$ cat config.mk
export PLATFORM = sky130hd
export DESIGN_NAME = vreg_startup_seq
export DESIGN_NICKNAME = d
export VERILOG_FILES = /design/src/rtl/vss_pkg.sv /design/src/rtl/vss_cycle_timer.sv /design/src/rtl/vss_vid_qual.sv /design/src/rtl/vss_ref_ramp.sv /design/src/rtl/vreg_startup_seq.sv
export SDC_FILE = /design/constraint.sdc
export NUM_CORES = 1
export LEC_CHECK = 0
export BUFFER_PORTS_ARGS = -buffer_cell sky130_fd_sc_hd__buf_2
export CORE_ASPECT_RATIO = 1.25
export CORE_UTILIZATION = 55
export CTS_CLUSTER_SIZE = 16
export DETAILED_ROUTE_END_ITERATION = 6
export PLACE_DENSITY = 0.8
export REMOVE_ABC_BUFFERS = 1
export SYNTH_ARGS = -nofsm -noshare
export SYNTH_HDL_FRONTEND = slang
export SYNTH_SLANG_ARGS = --single-unit
export TNS_END_PERCENT = 5
$ cat constraint.sdc
create_clock -name clk -period 5.3 [get_ports clk]
set_input_delay 1.06 -clock clk [delete_from_list [all_inputs] [get_ports clk]]
set_output_delay 1.06 -clock clk [all_outputs]
set_load 0.02 [all_outputs]
$ cat src/rtl/vss_pkg.sv
package vss_pkg;
  typedef enum logic [2:0] {
    ST_OFF,
    ST_DELAY,
    ST_RAMP_BOOT,
    ST_HOLD,
    ST_RAMP_VID,
    ST_RUN,
    ST_LATCH
  } vss_state_e;
endpackage

$ cat src/rtl/vss_cycle_timer.sv
// Saturating up-counter of cycles spent in the current state.
module vss_cycle_timer #(
  parameter int TW = 16
) (
  input  logic          clk,
  input  logic          rst_n,
  input  logic          clr,
  output logic [TW-1:0] cnt
);
  localparam logic [TW-1:0] MAXV = '1;

  always_ff @(posedge clk or negedge rst_n) begin
    if (!rst_n)           cnt <= '0;
    else if (clr)         cnt <= '0;
    else if (cnt != MAXV) cnt <= cnt + 1'b1;
  end
endmodule

$ cat src/rtl/vss_vid_qual.sv
// Flags a VID code that has been unchanged for QUAL_CYC cycles.
module vss_vid_qual #(
  parameter int CODE_W   = 8,
  parameter int QUAL_CYC = 25
) (
  input  logic              clk,
  input  logic              rst_n,
  input  logic [CODE_W-1:0] vid,
  output logic              stable
);
  localparam int QW = $clog2(QUAL_CYC + 1);
  localparam logic [QW-1:0] QMAX = QW'(QUAL_CYC);

  logic [CODE_W-1:0] last_vid;
  logic [QW-1:0]     same_cnt;

  always_ff @(posedge clk or negedge rst_n) begin
    if (!rst_n) begin
      last_vid <= '0;
      same_cnt <= '0;
    end else begin
      last_vid <= vid;
      if (vid != last_vid)    same_cnt <= '0;
      else if (same_cnt != QMAX) same_cnt <= same_cnt + 1'b1;
    end
  end

  assign stable = (same_cnt == QMAX) && (vid == last_vid);
endmodule

$ cat src/rtl/vss_ref_ramp.sv
// Reference code stepper: one code toward target every STEP_DIV cycles.
module vss_ref_ramp #(
  parameter int CODE_W   = 8,
  parameter int STEP_DIV = 64
) (
  input  logic              clk,
  input  logic              rst_n,
  input  logic              clr,
  input  logic              run,
  input  logic [CODE_W-1:0] target,
  output logic [CODE_W-1:0] ref_code,
  output logic              at_target
);
  localparam int DW = $clog2(STEP_DIV + 1);
  localparam logic [DW-1:0] DLAST = DW'(STEP_DIV - 1);

  logic [DW-1:0] div_cnt;

  assign at_target = (ref_code == target);

  always_ff @(posedge clk or negedge rst_n) begin
    if (!rst_n) begin
      ref_code <= '0;
      div_cnt  <= '0;
    end else if (clr) begin
      ref_code <= '0;
      div_cnt  <= '0;
    end else if (run && !at_target) begin
      if (div_cnt == DLAST) begin
        div_cnt <= '0;
        if (target > ref_code) ref_code <= ref_code + 1'b1;
        else                   ref_code <= ref_code - 1'b1;
      end else begin
        div_cnt <= div_cnt + 1'b1;
      end
    end else begin
      div_cnt <= '0;
    end
  end
endmodule

$ cat src/rtl/vreg_startup_seq.sv
module vreg_startup_seq
  import vss_pkg::*;
#(
  parameter int              CODE_W      = 8,
  parameter int              START_DLY   = 68000,
  parameter int              HOLD_DLY    = 4250,
  parameter int              QUAL_CYC    = 25,
  parameter int              STEP_DIV    = 64,
  parameter logic [CODE_W-1:0] BOOT_CODE   = 8'd100,
  parameter logic [CODE_W-1:0] OFF_CODE    = 8'hFF,
  parameter logic [CODE_W-1:0] OFFSET_CODE = 8'd2
) (
  input  logic              clk,
  input  logic              rst_n,
  input  logic              por_ok,
  input  logic              pwr_en,
  input  logic              rail_en,
  input  logic [CODE_W-1:0] vid_code,
  output logic              pwm_oe,
  output logic [CODE_W-1:0] ref_code,
  output logic              ready
);
  localparam int TMAX = (START_DLY > HOLD_DLY) ? START_DLY : HOLD_DLY;
  localparam int TW   = $clog2(TMAX + 1);
  localparam logic [TW-1:0] START_LAST = TW'(START_DLY - 1);
  localparam logic [TW-1:0] HOLD_LAST  = TW'(HOLD_DLY - 1);

  vss_state_e        st, nxt;
  logic              all_en;
  logic [TW-1:0]     st_cnt;
  logic              vid_ok;
  logic              at_tgt;
  logic [CODE_W-1:0] vid_tgt, ramp_tgt, vid_less_ofs;

  assign all_en       = por_ok && pwr_en && rail_en;
  assign vid_less_ofs = (vid_code > OFFSET_CODE) ? (vid_code - OFFSET_CODE) : '0;

  always_comb begin
    nxt = st;
    if (!all_en) begin
      nxt = ST_OFF;
    end else begin
      unique case (st)
        ST_OFF:       nxt = ST_DELAY;
        ST_DELAY:     if (st_cnt == START_LAST) nxt = ST_RAMP_BOOT;
        ST_RAMP_BOOT: if (at_tgt) nxt = ST_HOLD;
        ST_HOLD:      if (st_cnt >= HOLD_LAST && vid_ok)
                        nxt = (vid_code == OFF_CODE) ? ST_LATCH : ST_RAMP_VID;
        ST_RAMP_VID:  if (at_tgt) nxt = ST_RUN;
        ST_RUN:       nxt = ST_RUN;
        ST_LATCH:     nxt = ST_LATCH;
        default:      nxt = ST_OFF;
      endcase
    end
  end

  always_ff @(posedge clk or negedge rst_n) begin
    if (!rst_n) begin
      st      <= ST_OFF;
      vid_tgt <= '0;
    end else begin
      st <= nxt;
      if (st == ST_HOLD && nxt == ST_RAMP_VID) vid_tgt <= vid_less_ofs;
    end
  end

  assign ramp_tgt = (st == ST_RAMP_VID || st == ST_RUN) ? vid_tgt : BOOT_CODE;

  vss_cycle_timer #(.TW(TW)) u_timer (
    .clk   (clk),
    .rst_n (rst_n),
    .clr   (nxt != st),
    .cnt   (st_cnt)
  );

  vss_vid_qual #(.CODE_W(CODE_W), .QUAL_CYC(QUAL_CYC)) u_qual (
    .clk    (clk),
    .rst_n  (rst_n),
    .vid    (vid_code),
    .stable (vid_ok)
  );

  vss_ref_ramp #(.CODE_W(CODE_W), .STEP_DIV(STEP_DIV)) u_ramp (
    .clk       (clk),
    .rst_n     (rst_n),
    .clr       (nxt == ST_OFF || nxt == ST_LATCH),
    .run       (st == ST_RAMP_BOOT || st == ST_RAMP_VID),
    .target    (ramp_tgt),
    .ref_code  (ref_code),
    .at_target (at_tgt)
  );

  assign pwm_oe = (st != ST_OFF) && (st != ST_LATCH);
  assign ready  = (st == ST_RUN);
endmodule

======== Yosys cells after proc, flatten, opt, wreduce, memory -nomap -nowiden ========
Index checks and enable logic that the tools add are counted.
cells by class
  reduce and logical (&&, ||, !) cells .... 19
  order comparisons ....................... 3
  add/sub/neg operators ................... 6
  muxes and demuxes ....................... 20
  equal/unequal tests ..................... 19
operators with widths
  kind                                                            count
  2-to-1 mux 8 bit                                                6
  2-to-1 mux 17 bit                                               2
  2-to-1 mux 7 bit                                                3
  case mux 3 bit (7 select lines)                                 1
  adder 17 x 1 -> 17 bit (second input constant)                  1
  equality test 17 bit (second input constant)                    1
  >= comparator 17 x 13 -> 1 bit (second input constant)          1
  inequality test 17 bit (second input constant)                  1
  equality test 8 bit                                             2
  equality test 3 bit (second input constant)                     5
  2-to-1 mux 3 bit                                                5
  2-to-1 mux 5 bit                                                2
  adder 8 x 1 -> 8 bit (second input constant)                    1
  equality test 8 bit (second input constant)                     1
  greater-than comparator 8 x 2 -> 1 bit (second input constant)  1
  greater-than comparator 8 bit                                   1
  inequality test 8 bit                                           1
  nonzero test 2 bit                                              4
  subtractor 8 x 1 -> 8 bit (second input constant)               1
  subtractor 8 x 2 -> 8 bit (second input constant)               1
  adder 7 x 1 -> 7 bit (second input constant)                    1
  equality test 7 x 6 -> 1 bit (second input constant)            1
  logical AND 1 bit                                               7
  equality test 3 x 2 -> 1 bit (second input constant)            2
  other kinds (12)                                                15
storage, ports and cells
  output and inout bits ................... 10
  input port bits ......................... 13
  bits in registers ....................... 56

======== Longest topological paths before layout ========
Gate-level depths: netlist (run 1).
  word-level depth ........................ 11
  depth in mapped cells ................... 18
  gate-level depth less buffers ........... 16

======== By module ========
Synthesis (run 1) repeated with hierarchy kept, for this count alone.
second synthesis, totals
  cell total of the unflattened synthesis .. 372
  area total of the unflattened synthesis .. 3,628.5 sq um
modules (own cells, without submodules)
  module            cells an instance  area each (sq um)  times used  seq. area each (sq um)
  vss_ref_ramp      124                1,096.1            1           375.4
  vreg_startup_seq  118                1,051.0            1           275.3
  vss_cycle_timer   88                 888.4              1           425.4
  vss_vid_qual      42                 593.1              1           325.3

======== Worst setup path before layout (run 1) ========
OpenSTA, ideal clock, no wires.
  path type ............................... flip-flop to flip-flop
  start point ............................. register st[2]
  end point ............................... register u_ramp.ref_code[7]
  cell stages (with the launch flop) ...... 17
  arrival ................................. 3,631 ps
  library setup time ...................... 78 ps
  setup slack ............................. 1,591 ps
  path buffers ............................ 2
  path through ............................ dfrtp_1 clkbuf_1 nor2b_1 clkbuf_1 and2_1 ha_1 and4_1 nand2_1 a21boi_0 inv_1 ha_1 a21oi_1 o221ai_1 o41ai_1 xnor2_1 or3_1 a21oi_1
on the way
  cells in the longest elaborated chain, start to end .. 11
  elaborated cells between the ends (all ways) .. 30
  those cells by class .................... 1 x order compare; 8 x eq/ne; 11 x mux; 10 x reduce/logical
RTL lines
  what                                                    RTL line                                                                source
  from (decl)                                             vreg_startup_seq.sv:28                                                  vss_state_e st, nxt;
  from (signal assigned)                                  vreg_startup_seq.sv:62                                                  st <= nxt;
  equality test 3 bit, on equally long branches           vreg_startup_seq.sv:43, vreg_startup_seq.sv:67, vreg_startup_seq.sv:87
  logical OR 1 bit                                        vreg_startup_seq.sv:67                                                  assign ramp_tgt = (st == ST_RAMP_VID || st == ST_RUN) ? vid_tgt : BOOT_CODE;
  2-to-1 mux 8 bit                                        vreg_startup_seq.sv:67
  equality test 8 bit                                     vss_ref_ramp.sv:19                                                      assign at_target = (ref_code == target);
  2-to-1 mux 3 bit, on equally long branches              vreg_startup_seq.sv:49, vreg_startup_seq.sv:46
  case mux 3 bit (7 select lines)                         vreg_startup_seq.sv:43                                                  unique case (st)
  2-to-1 mux 3 bit                                        vreg_startup_seq.sv:40                                                  if (!all_en) begin
  equality test 3 bit or zero test 3 bit (tied branches)  vreg_startup_seq.sv:86                                                  .clr (nxt == ST_OFF || nxt == ST_LATCH),
  logical OR 1 bit                                        vreg_startup_seq.sv:86
  nonzero test 2 bit (no line)                            n/a
  AND reduction 2 bit (no line)                           n/a
  to (signal assigned)                                    vss_ref_ramp.sv:31                                                      if (target > ref_code) ref_code <= ref_code + 1'b1;
  to (signal assigned)                                    vss_ref_ramp.sv:32                                                      else ref_code <= ref_code - 1'b1;
  to (decl)                                               vss_ref_ramp.sv:11                                                      output logic [CODE_W-1:0] ref_code,
Several ways; a longest one is shown, not always the timed one. The select of a mux whose other input is x is not followed.
A chain may end at the register's enable or synchronous reset.

======== Worst setup path after layout (run 1) ========
Same ends and word-level chain as after synthesis.

==> key figures, run 1 <==
Floorplan
  • Die W: 72.5 µm
  • Die area: 6540 µm²
  • Starting density of the core: 58.0%
  • Core region area: 5900 µm²
  • # rows: 31
  • I/O Pins: 23
  • Die Y: 90.2 µm

Critical path
  • Critical Path Start: st[2]
  • R2r startpoint: st[2]
  • Worst Path Required: 5.53 ns
  • Reg2reg path depth: 14
  • CP cell instances: nor2b_1, and2_1, ha_1, and4_1, nand2_1, a21boi_0, inv_1, ha_1, a21oi_1, o221ai_1, o41ai_1, xnor2_1, or3_1, a21oi_1
  • Slowest stage delay, CP: 0.52 ns
  • Crit-path max FO: 11
  • CP arrival: 4.45 ns
  • R2r setup slk: 1.07 ns
  • Reg2reg end: u_ramp.ref_code[7]
  • Crit Path Class: reg -> reg
  • CP max stage cell: dfrtp_1
  • Crit end category: flip-flop
  • Crit path to: u_ramp.ref_code[7]
  • Type of origin of the critical path: flip-flop

Synth
  • Largest family of logic cells by synthesized area: simple AND/OR/NAND/NOR gates
  • Simple-gate area share of the yosys netlist: 23.4%
  • Synthesized cell area: 3420 µm²
  • EDFF count, synth: 0
  • Register area share after synthesis: 41.0%
  • Fraction of registers with async set/reset: 100%
  • Adder-cell share of the synthesized area: 8.56%
  • Most used flip-flop cell after synthesis: dfrtp_1
  • Synth Instances: 369
  • Compound-gate portion of the synthesized area: 8.89%
  • Distinct cell type count of the synthesized netlist: 52
  • Mux share of post-synthesis cell area: 3.69%
  • Count leader, synth: nor2_1
  • Post-synth top area cell: dfrtp_1
  • Seq cells post-synth: 56
  • Synth top area cells: dfrtp_1 41%, ha_1 7.7%, nor2_1 6.9%, xor2_1 6.7%, xnor2_1 3.8%
  • Mean Syn Cell Area: 9.27 µm²
  • Syn. warnings: 0
  • Top cells by count, synth: 63 x nor2_1, 56 x dfrtp_1, 26 x xor2_1
  • Yosys top cell area share: 41.0%
  • Synth Area in XOR/XNOR: 10.5%

Route
  • Post-route ant nets: 0
  • WL/cell: 13.5 µm
  • Via density: 5.45
  • Residual DRC count: 0
  • Routed WL: 6390 µm
  • DR pass1 iterations: 4
  • Initial DRC count: 113
  • Via count: 2,572

Clock tree
  • Worst skew pair latency: 0.30 ns
  • Root buf cell: clkbuf_8
  • Clock slew at reported path FFs: 0.10 ns
  • CTS HTree Levels: 2
  • Hold-fix buffers at CTS: 0
  • Clock sinks: 56
  • Postcts setup bufs: 0
  • TritonCTS Buffers: 5
  • Clock Path Buffers: 2
  • Post-CTS Resized: 0
  • TritonCTS clock tree: done

STA
  • Setup violators final: 0
  • Final min period: 4.23 ns
  • Slew @ Worst Pin: 1.16 ns
  • Slew Limit Fails: 0
  • Slew headroom: 22.0%
  • Fin crit share: 79.7%
  • Setup ws final: 1.07 ns
  • Final setup TNS: 0 ns
  • Worst clock skew: 0.00704 ns
  • Max Freq: 0.237 GHz
  • RSZ-0062 raised after global routing: false
  • Fin. Hold Viols: 0

Layout
  • P&R area growth vs syn: 7.75%
  • Nets: 424
  • Final core utilization: 62.5%
  • Layout cells sized above 1: 11.5%
  • Antenna diode instance count: 0

Pwr
  • Lkg Pwr: 1.71 nW
  • VDD IR max: 0.142 mV
  • Power density over the cells: 212 nW/µm²

Global routing
  • Largest net degree at the start of global routing: 57
  • GR Util All Layers: 21.3%
  • Initial antenna violation count: 0
  • Vias in the first global route: 2,517
  • First-pass GRT wire length: 11,200 µm
  • Overflow after GRT: 0

Status
  • Outcome: complete, no violations

Place
  • Post-DP HPWL: 4690 µm
  • Buffers on Ports: 22
  • Post-Place Worst Slack: 1.10 ns
  • Final Wtd Congestion: 0.873

Worst hold path
  • Hold Crit Class: reg -> reg

Job
  • Max Cap Viol: 0
[how the worst min path moves through the flow]
stage                      start  depth (start not counted)           endpoint  slack (ns)
3_3_place_gp   u_ramp.div_cnt[0]                          1  u_ramp.div_cnt[0]        0.45
3_5_place_dp   u_ramp.div_cnt[0]                          1  u_ramp.div_cnt[0]        0.46
2_1_floorplan  u_ramp.div_cnt[0]                          1  u_ramp.div_cnt[0]        0.44
5_1_grt        u_ramp.div_cnt[0]                          1  u_ramp.div_cnt[0]        0.52
6_report       u_ramp.div_cnt[0]                          1  u_ramp.div_cnt[0]        0.47
4_1_cts        u_ramp.div_cnt[0]                          1  u_ramp.div_cnt[0]        0.47
[flip-flops by register name (all words and copies together) (netlist names)]
signal,count
st,3
u_qual.last_vid,8
u_qual.same_cnt,5
u_ramp.div_cnt,7
u_ramp.ref_code,8
u_timer.cnt,17
vid_tgt,8
[metal layers]
layer	vias up	track usage [%]	wire [µm]
li1	1298	-	-
met1	1238	27.1	2910
met2	30	36.9	3270
met3	6	3.03	116
met4	0	6.54	86
met5	-	0	0
[cell usage in the layout (no fill, tap or decap), drive strengths merged, types with 4 or more instances in the layout]
cell    synthesis  final
nor3            9      9
nor2b           7      7
nand2          24     24
inv            21     21
a21oi          19     19
nand3          12     12
o21ai          12     12
xor2           26     26
nand4           5      5
ha             21     21
nor2           63     63
nand2b          5      5
dfrtp          56     56
xnor2          15     15
and3            6      6
mux2            8      8
buf             3     24
and2            6      6
or3             4      4
clkbuf          8      7
nor4            4      4
[logic make-up (layout without fill, tap and decap cells)]
group | after synthesis | count (layout)
XOR/XNOR | 41 | 41
buffers and inverters | 32 | 53
AO/OA/AOI/OAI | 48 | 48
multiplexers | 9 | 9
AND/OR/NAND/NOR | 160 | 160
adder cells (fa/ha/maj) | 23 | 23
flip-flops | 56 | 56
[where the power goes]
| part | switching (W) | internal, W | leakage [nW] | total, W |
|---|---|---|---|---|
| logic | 0.0000454 | 0.0000303 | 0.915 | 0.0000757 |
| clock network | 0.000134 | 0.000107 | 0.0445 | 0.000240 |
| registers | 0.0000218 | 0.000443 | 0.753 | 0.000464 |
| total | 0.000201 | 0.000579 | 1.71 | 0.000780 |
[per-stage QoR]
stage	total power (W)	hold slack (ns)	cell area (µm²)	instances
global placement	0.000546	0.453	3590	464
global route	0.000822	0.516	3690	472
detailed placement	0.000549	0.457	3590	464
floorplan	0.000516	0.437	3360	358
CTS	0.000792	0.469	3690	472
finish	0.000780	0.465	3690	472
[critical path: cells and delay by family (launching register included)]
family / cells / cell delay, ns
AOI/OAI and AO/OA: 5 / 1.29
and+or+nand+nor: 5 / 1.39
xor gates and xnor gates: 1 / 0.13
buffers and inverters: 1 / 0.23
DFF: 1 / 0.52
adders and majority gates: 2 / 0.55
[area by class of cell]
type / instances / area (µm²)
Sequential cell: 56 / 1400
Inverter: 21 / 78.8
Clock inverter: 1 / 7.51
Fill cell: 482 / 2210
Tap cell: 82 / 103
Timing Repair Buffer: 24 / 125
Clock buffer: 7 / 86.3
Multi-Input combinational cell: 281 / 1880
No activity file was read; power rests on OpenSTA's default activity.
==> run 2: changes to the inputs <==
--- a/config.mk
+++ b/config.mk
@@ -10,7 +10,7 @@
 export CORE_UTILIZATION = 55
 export CTS_CLUSTER_SIZE = 16
 export DETAILED_ROUTE_END_ITERATION = 6
-export PLACE_DENSITY = 0.8
+export PLACE_DENSITY = 0.82
 export REMOVE_ABC_BUFFERS = 1
 export SYNTH_ARGS = -nofsm -noshare
 export SYNTH_HDL_FRONTEND = slang
==> constraint.sdc (replaced) <==
create_clock -name clk -period 3.8 [get_ports clk]
set_input_delay 0.76 -clock clk [delete_from_list [all_inputs] [get_ports clk]]
set_output_delay 0.76 -clock clk [all_outputs]
set_load 0.02 [all_outputs]
==> run 2 against run 1 <==
Effect of this change:
- wire length is 1.5% higher
- non-clock buffer count is 6 higher
- clock skew rose by 0.0084 ns
- via count up 1.2%
- fmax up 24%
- register-to-register slack worse by 0.69 ns
- highest routed layer unchanged
- worst hold slack got worse by 0.017 ns
- global-route usage decreased by 0.20 points
- sequential power grew 40%
- count of clock-buffer cells in the layout fell by 1
==> key figures, run 2 (synthesized netlist as in run 1, its figures left out) <==
Layout
  • Largest register by flop count: u_timer.cnt
  • Commonest non-fill, non-tap cell in the layout: nor2_1
  • Antenna diode instance count: 0 (unchanged)
  • Layout cells sized above 1: 13.9% (+2.4 points)
  • Largest register FFs: 17 (unchanged)
  • Nets: 430 (+1.4%)
  • Commonest non-fill, non-tap cells in the layout: 63 x nor2_1, 56 x dfrtp_1, 26 x xor2_1
  • P&R area growth vs syn: 10.3%
  • Final Non-Filler Cells: 478 (+1.3%)
  • Final core utilization: 64.0% (+1.5 points)

STA
  • Slew Limit Fails: 0 (unchanged)
  • Slew headroom: 57.1% (+35 points)
  • Setup violators final: 0 (unchanged)
  • Max Freq: 0.293 GHz (+24%)
  • Final setup TNS: 0 ns (unchanged)
  • Final min period: 3.41 ns (-0.813 ns)
  • Worst clock skew: 0.0154 ns (+0.00839 ns)
  • Fin. Hold Viols: 0 (unchanged)
  • Fin crit share: 89.8% (+10 points)
  • Slew @ Worst Pin: 0.644 ns (-0.517 ns)

Floorplan
  • Core region area: 5900 µm² (unchanged)
  • Die W: 72.5 µm (unchanged)
  • Die area: 6540 µm² (unchanged)
  • I/O Pins: 23 (unchanged)
  • # rows: 31 (unchanged)
  • Starting density of the core: 58.0% (unchanged)
  • Die Y: 90.2 µm (unchanged)

Pwr
  • Sw frac: 25.1% (-0.69 points)
  • P_sw: 0.000293 W (+46%)
  • Comb pwr share: 9.1% (-0.6 points)
  • P_int: 0.000877 W (+51%)
  • VDD IR max: 0.207 mV (+46%)
  • Power share of the clock group: 35.6% (+4.8 points)
  • Power density over the cells: 310 nW/µm² (+46%)
  • Part of the power in registers: 55.4% (-4.1 points)
  • Lkg Pwr: 1.77 nW (+3.2%)

Global routing
  • Vias in the first global route: 2,532 (+0.60%)
  • Overflow after GRT: 0 (unchanged)
  • GR Util All Layers: 21.1% (-0.20 points)
  • Initial antenna violation count: 0 (unchanged)
  • First-pass GRT wire length: 11,100 µm (-0.93%)
  • Largest net degree at the start of global routing: 30 (-47%)

Route
  • Via count: 2,604 (+1.2%)
  • DR pass1 iterations: 4 (unchanged)
  • WL/cell: 13.6 µm (+0.24%)
  • Post-route ant nets: 0 (unchanged)
  • Routed WL: 6490 µm (+1.5%)
  • Initial DRC count: 132 (+17%)
  • Via density: 5.45 (about the same)
  • Residual DRC count: 0 (unchanged)

Worst hold path
  • Hold Crit Class: in -> async

Clock tree
  • Clock sinks: 56 (unchanged)
  • TritonCTS Buffers: 5 (unchanged)
  • Clock slew at reported path FFs: 0.11 ns (about the same)
  • Root buf cell: clkbuf_8
  • Clock Path Buffers: 2 (unchanged)
  • Hold-fix buffers at CTS: 0 (unchanged)
  • TritonCTS clock tree: done
  • CTS HTree Levels: 2 (unchanged)
  • Worst skew pair latency: 0.32 ns (+0.02 ns)

Critical path
  • Crit end category: flip-flop
  • CP arrival: 3.67 ns (-0.78 ns)
  • Worst Path Required: 4.06 ns (-1.47 ns)
  • Type of origin of the critical path: flip-flop
  • Crit Path Class: reg -> reg
  • Crit-path max FO: 10 (-1)

Job
  • Max Cap Viol: 0 (unchanged)

Place
  • Buffers on Ports: 22 (unchanged)
  • Final Wtd Congestion: 0.884 (+1.3%)
  • Inst Count DP: 470 (+1.3%)
  • Post-DP HPWL: 4780 µm (+1.9%)

Status
  • Outcome: complete, no violations
-- run 2: cell count changes in the layout (fill, tap and decap cells not counted) --
cell        delta
buf_4          +6
bufinv_16      +1
clkbuf_1       -1
clkinv_4       +1
clkinvlp_4     -1
inv_1          -1
inv_2          +1
nor2b_1        -1
nor2b_4        +1
o41ai_1        -1
o41ai_2        +1
-- run 2: final timing paths --
kind                                         from            endpoint  slack (ns)  depth (start not counted)
worst max register to register              st[1]  u_ramp.ref_code[7]        0.39                         14
min in group clk                u_ramp.div_cnt[0]   u_ramp.div_cnt[0]        0.48                          1
worst min register to register  u_ramp.div_cnt[0]   u_ramp.div_cnt[0]        0.48                          1
worst min-delay path                        rst_n  u_ramp.ref_code[6]        0.45                          1
worst max-delay path                        st[1]  u_ramp.ref_code[7]        0.39                         14
max in group asynchronous                   rst_n  u_qual.same_cnt[2]        2.53                          2
-- run 2: repair_timing --
action | 4_1_cts | 5_1_grt
buffers inserted | 0 | 0
endpoints found under the setup margin | 0 | 3
resized for setup | 0 | 4
-- run 2: critical path, stage by stage, from the launching register on --
cell,delay [ns]
dfrtp_1,0.42
nor2b_4,0.22
and2_1,0.16
ha_1,0.24
and4_1,0.21
nand2_1,0.13
a21boi_0,0.31
inv_2,0.13
ha_1,0.29
a21oi_1,0.21
o221ai_1,0.19
o41ai_2,0.28
xnor2_1,0.11
or3_1,0.31
a21oi_1,0.14
-- run 2: final cells by class --
cell class                      instances  area [µm²]
Fill cell                             506        2120
Multi-Input combinational cell        281        1900
Sequential cell                        56        1400
Timing Repair Buffer                   30         170
Tap cell                               82         103
Clock buffer                            6        82.6
Inverter                               21        78.8
Clock inverter                          2        38.8
-- run 2: stage by stage --
stage                     hold slack, ns  power, W  instance area [µm²]  setup slack (ns)
final                              0.449   0.00117                 3770             0.388
after global routing               0.498   0.00123                 3770          -0.00235
after CTS                          0.472   0.00118                 3760            0.0233
after detailed placement           0.464  0.000767                 3640            0.0508
after global placement             0.454  0.000763                 3640             0.241
after floorplan                    0.437  0.000719                 3360             0.183
-- run 2: power groups by stage --
stage / Combinational [W] / Sequential [W] / Clock (W)
floorplan: 0.0000667 / 0.000652 / 0
global placement: 0.000105 / 0.000658 / 0
detailed placement: 0.000108 / 0.000659 / 0
CTS: 0.000109 / 0.000648 / 0.000427
global route: 0.000123 / 0.000655 / 0.000451
finish: 0.000106 / 0.000648 / 0.000416
-- run 2: metal layers --
metal	global-route usage, %	routed length (µm)	share of wire (%)
met1	26.3	2880	44
met5	0	0	0
met3	3.03	152	2.3
met4	6.37	89	1.4
met2	37.1	3360	52
